<file path="src/rtl/prsn_pkg.sv">
package prsn_pkg;
  localparam int WORD_W = 32;
  localparam int BYTE_W = 8;
  localparam int HALF_W = 16;
  localparam int AMT_W  = 5;
  localparam int N_BYTE = WORD_W / BYTE_W;
  localparam int N_HALF = WORD_W / HALF_W;
  localparam int BYTE_AMT_W = $clog2(BYTE_W);
  localparam int HALF_AMT_W = $clog2(HALF_W);
  localparam int WORD_AMT_W = $clog2(WORD_W);

  typedef enum logic [1:0] {
    MODE_BYTE   = 2'b00,
    MODE_HALF   = 2'b01,
    MODE_NARROW = 2'b10,
    MODE_IDLE   = 2'b11
  } shMode_e;

  typedef struct packed {
    logic byteSel;
    logic halfSel;
    logic narrowSel;
    logic roundOn;
  } shCtrl_t;
endpackage

</file>
<file path="src/rtl/prsn_lane.sv">
module prsn_lane #(
  parameter int W = 8,
  parameter int AW = 3,
  parameter bit IS_SIGNED = 1'b1
) (
  input  logic [W-1:0]  din,
  input  logic [AW-1:0] amt,
  input  logic          roundIn,
  output logic [W-1:0]  dout
);
  logic [W-1:0]  shifted;
  logic [AW-1:0] lastIdx;
  logic          lostBit;

  generate
    if (IS_SIGNED) begin : g_arith
      assign shifted = $unsigned($signed(din) >>> amt);
    end else begin : g_logic
      assign shifted = din >> amt;
    end
  endgenerate

  assign lastIdx = amt - {{(AW-1){1'b0}}, 1'b1};
  assign lostBit = (amt != '0) ? din[lastIdx] : 1'b0;
  // wraps within W bits by construction of the adder width
  assign dout = shifted + {{(W-1){1'b0}}, (roundIn & lostBit)};

  always_comb begin

    if (amt == '0) begin
      zero_amt_chk: assert (dout == din);
    end

    if (IS_SIGNED && !roundIn) begin
      sign_keep_chk: assert (dout[W-1] == din[W-1]);
    end

    if (!IS_SIGNED && !roundIn) begin
      no_growth_chk: assert (dout <= din);
    end
  end
endmodule

</file>
<file path="src/rtl/prsn_ctrl.sv">
module prsn_ctrl
  import prsn_pkg::*;
(
  input  logic [1:0] mode,
  input  logic       roundEn,
  output shCtrl_t    ctrl
);
  shMode_e modeSel;
  assign modeSel = shMode_e'(mode);

  always_comb begin
    ctrl = '0;
    unique case (modeSel)
      MODE_BYTE:   ctrl.byteSel   = 1'b1;
      MODE_HALF:   ctrl.halfSel   = 1'b1;
      MODE_NARROW: ctrl.narrowSel = 1'b1;
      default:     ctrl = '0;
    endcase
    // halfword lanes never round
    ctrl.roundOn = roundEn & (ctrl.byteSel | ctrl.narrowSel);
  end

  always_comb begin

    sel_onehot_chk: assert ($onehot0({ctrl.byteSel, ctrl.halfSel, ctrl.narrowSel}));
  end
endmodule

</file>
<file path="src/rtl/prsn_datapath.sv">
module prsn_datapath
  import prsn_pkg::*;
(
  input  logic [WORD_W-1:0] opA,
  input  logic [WORD_W-1:0] opB,
  input  logic [AMT_W-1:0]  shAmt,
  input  shCtrl_t           ctrl,
  output logic [WORD_W-1:0] result
);
  logic [WORD_W-1:0] byteRes;
  logic [WORD_W-1:0] halfRes;
  logic [WORD_W-1:0] wordARes;
  logic [WORD_W-1:0] wordBRes;
  logic [WORD_W-1:0] narrowRes;

  genvar gi;
  generate
    for (gi = 0; gi < N_BYTE; gi++) begin : g_byte
      prsn_lane #(.W(BYTE_W), .AW(BYTE_AMT_W), .IS_SIGNED(1'b1)) u_lane (
        .din    (opA[gi*BYTE_W +: BYTE_W]),
        .amt    (shAmt[BYTE_AMT_W-1:0]),
        .roundIn(ctrl.roundOn),
        .dout   (byteRes[gi*BYTE_W +: BYTE_W])
      );
    end
    for (gi = 0; gi < N_HALF; gi++) begin : g_half
      prsn_lane #(.W(HALF_W), .AW(HALF_AMT_W), .IS_SIGNED(1'b0)) u_lane (
        .din    (opA[gi*HALF_W +: HALF_W]),
        .amt    (shAmt[HALF_AMT_W-1:0]),
        .roundIn(1'b0),
        .dout   (halfRes[gi*HALF_W +: HALF_W])
      );
    end
  endgenerate

  prsn_lane #(.W(WORD_W), .AW(WORD_AMT_W), .IS_SIGNED(1'b1)) u_wordA (
    .din(opA), .amt(shAmt[WORD_AMT_W-1:0]), .roundIn(ctrl.roundOn), .dout(wordARes)
  );
  prsn_lane #(.W(WORD_W), .AW(WORD_AMT_W), .IS_SIGNED(1'b1)) u_wordB (
    .din(opB), .amt(shAmt[WORD_AMT_W-1:0]), .roundIn(ctrl.roundOn), .dout(wordBRes)
  );

  // low halves only: upper bits are dropped
  assign narrowRes = {wordARes[HALF_W-1:0], wordBRes[HALF_W-1:0]};

  always_comb begin
    result = '0;
    if (ctrl.byteSel)   result = byteRes;
    if (ctrl.halfSel)   result = halfRes;
    if (ctrl.narrowSel) result = narrowRes;
  end
endmodule

</file>
<file path="src/rtl/packed_rshift_narrow.sv">
module packed_rshift_narrow
  import prsn_pkg::*;
(
  input  logic [31:0] opA,
  input  logic [31:0] opB,
  input  logic [4:0]  shAmt,
  input  logic [1:0]  mode,
  input  logic        roundEn,
  output logic [31:0] result
);
  shCtrl_t ctrl;

  prsn_ctrl u_ctrl (
    .mode   (mode),
    .roundEn(roundEn),
    .ctrl   (ctrl)
  );

  prsn_datapath u_dp (
    .opA   (opA),
    .opB   (opB),
    .shAmt (shAmt),
    .ctrl  (ctrl),
    .result(result)
  );

  always_comb begin

    if (mode == 2'b11) begin
      idle_zero_chk: assert (result == 32'h0);
    end
  end
endmodule

</file>
<file path="config.mk">
export PLATFORM = sky130hd
export DESIGN_NAME = packed_rshift_narrow
export DESIGN_NICKNAME = d
export VERILOG_FILES = /design/src/rtl/prsn_pkg.sv /design/src/rtl/prsn_lane.sv /design/src/rtl/prsn_ctrl.sv /design/src/rtl/prsn_datapath.sv /design/src/rtl/packed_rshift_narrow.sv
export SDC_FILE = /design/constraint.sdc
export NUM_CORES = 1
export LEC_CHECK = 0
export BUFFER_PORTS_ARGS = -buffer_cell sky130_fd_sc_hd__buf_2
export CAP_MARGIN = 20
export CORE_MARGIN = 1.5
export CORE_UTILIZATION = 61
export DETAILED_ROUTE_END_ITERATION = 8
export GPL_TIMING_DRIVEN = 0
export PLACE_DENSITY_LB_ADDON = 0.3
export REMOVE_ABC_BUFFERS = 1
export SLEW_MARGIN = 0
export SYNTH_ARGS = -nofsm -noshare
export SYNTH_HDL_FRONTEND = slang
export SYNTH_SLANG_ARGS = --single-unit
</file>
<file path="constraint.sdc">
create_clock -name vclk -period 5.2
set_input_delay 0.26 -clock vclk [all_inputs]
set_output_delay 0.26 -clock vclk [all_outputs]
set_load 0.1 [all_outputs]
</file>
==> impl_metrics.py <==
metrics = {
    "cells_and_area": {
        "num-nets-final": 955,
        "flops_and_latches": 0,
        "drive_gt1_frac": 0.281,
        "final_core_util": 0.662,
        "clock_buffers": 0,
        "areaGrowthSynthToFinish_pct": 5.40,
        "antenna_cells": 0,
        "instances_no_fill": 1007,
        "seq_area_um2": 0,
    },
    "drt": {
        "dr_total_vias": 7852,
        "drt_wl_total_um": 26900,
        "dr.pass1.iters": 6,
        "ant_nets": 0,
        "vias_per_cell": 7.80,
        "drt_iter0_markers": 1228,
        "drcViolationCount": 0,
        "avgRoutedWirePerCell_um": 26.7,
    },
    "min_path": {
        "min_from": "mode[1]",
        "hold_depth": 4,
        "min-delay-path-class": "primary input to output pin",
        "holdPathEnd": "result[22]",
    },
    "setup_path": {
        "critPathMostFrequentCell": "ha_1",
        "slowest_stage": "buf_6",
        "critPathTopFamily": "buffers and inverters",
        "worstSetupPathType": "primary input to output pin",
        "slowest_delay_ns": 0.50,
        "cp-end-kind": "output pin",
        "arrival_ns": 4.66,
        "crit_path_max_fanout": 81,
        "path_buf_inv": 3,
        "cp-start-kind": "primary input",
        "crit_chain": "buf_6, inv_4, ha_1, xor2_2, mux2i_1, nor2b_1, a211oi_1, a21oi_1, nor2_1, ha_1, ha_1, nand3_4, nor3_2, xnor2_1, o221ai_1, buf_2",
        "cp-startpoint": "shAmt[1]",
        "required_ns": 4.94,
    },
    "synthesis": {
        "ys_seq_area_frac": 0,
        "yosysUniqueCellTypes": 85,
        "synth_area_leader_cell": "mux4_2",
        "yosys-top-cells-area": "mux4_2, mux2i_1, mux2_2",
        "syn_inst": 839,
        "yosysMostFrequentCell": "nand2_1",
        "syn_area_um2": 6810,
        "syn_avg_cell_area_um2": 8.12,
        "synth_commonest_cells": "nand2_1, mux2i_1, mux4_2, nor2_1, o21ai_0",
        "synth_warnings": 0,
        "synth_top_area_frac": 0.225,
    },
    "floorplanning": {
        "coreArea_um2": 10800,
        "rows": 38,
        "initial_core_util": 0.628,
        "fp.dieW_um": 109,
        "dieArea_um2": 11800,
        "num_io_pins": 104,
        "die_h_um": 109,
    },
    "timing": {
        "period_needed_ns": 4.92,
        "finalSetupTns_ns": 0,
        "tightest_slew_ns": 1.06,
        "hold_violations": 0,
        "finalCritPeriodShare": 0.947,
        "fmaxAchievable_ghz": 0.203,
        "finalSetupViolCount": 0,
        "holdWs_ns": 1.25,
        "maxSlewViolCount": 0,
        "rsz0062_at_grt": "no",
        "slew_headroom": 0.286,
        "finalWorstSetupSlack_ns": 0.277,
    },
    "place": {
        "dp_hpwl_um": 19900,
        "portBuffers": 104,
        "pre_cts_ws_ns": -0.527,
        "gp_congestion": 1.02,
        "placedCellCount": 1006,
    },
    "global_route": {
        "grt_max_degree": 82,
        "antenna_found_initial": 0,
        "grt_pass1_wl_um": 41000,
        "grt_usage": 0.454,
        "grt_pass1_vias": 7227,
        "overflow": 0,
    },
    "clock_tree": {
        "cts_hold_buf": 0,
        "postCtsSetupRepairBufs": 0,
    },
    "job": {
        "maxCapViolCount": 0,
    },
    "power": {
        "ir_drop_v": 0.000120,
        "p_per_area_nw_per_um2": 147,
        "cellLeakagePower_nw": 2.75,
    },
    "outcome": {
        "status": "complete, no violations",
    },
}
==> cell families after synthesis <==
group	after synthesis	share of synthesized area
AND/OR/NAND/NOR	263	0.199
XOR/XNOR	41	0.0527
buffers and inverters	94	0.0731
multiplexers	180	0.397
AO/OA/AOI/OAI	247	0.252
adder cells (fa/ha/maj)	14	0.0257
==> stage by stage <==
stage	power, mW	area [µm²]
floorplan	0.711	6370
global placement	1.01	7060
detailed placement	1.02	7120
CTS	1.02	7130
global route	1.10	7180
finish	1.06	7180
==> tightest hold or removal path, delay by kind of cell <==
kind	cells	cell delay, ns
AND/OR/NAND/NOR	1	0.12
buffers and inverters	2	0.54
AO/OA/AOI/OAI	1	0.07
==> per-layer routing <==
layer  vias up  wire length (µm)  global-route usage
met3       138              3220              0.0944
met1      3679              9190               0.555
li1       3380                 -                   -
met5         -                 0                   0
met2       655             12400               0.739
met4         0              2020               0.268
==> where the power goes <==
part           switching (mW)  leakage (nW)  internal, mW
logic                   0.716          2.75         0.340
clock network               0             0             0
registers                   0             0             0
total                   0.716          2.75         0.340
==> timing repair <==
action,CTS,global route
gates resized for setup,4,6
cloned,0,0
endpoints found under the setup margin,29,17
==> cell type report <==
cell class | count | area (µm²)
fill | 927 | 3660
timing repair buffer | 107 | 606
tap | 140 | 175
multi-input combinational | 745 | 6330
inverter | 15 | 65.1
==> worst max path at each step <==
stage	to	cells past startpoint
after floorplan	result[29]	13
after global placement	result[24]	16
after detailed placement	result[14]	13
after CTS	result[14]	13
after global routing	result[24]	16
final	result[24]	16
==> placed cells by master (no fill, tap or decap), drive strengths merged, types with 7 or more instances in the layout <==
cell,instances
a211oi,11
o21ai,62
a22oi,19
nor4,8
ha,14
nor3,11
a21oi,32
o22ai,16
inv,11
nor2b,10
mux2i,69
mux2,43
and2,8
xnor2,24
nand4,7
o211ai,18
mux4,68
o221ai,11
nor2,67
nand2b,10
xor2,17
buf,106
nand3,28
nand2,82
o31ai,7
Power figures use the tool's default switching activity.
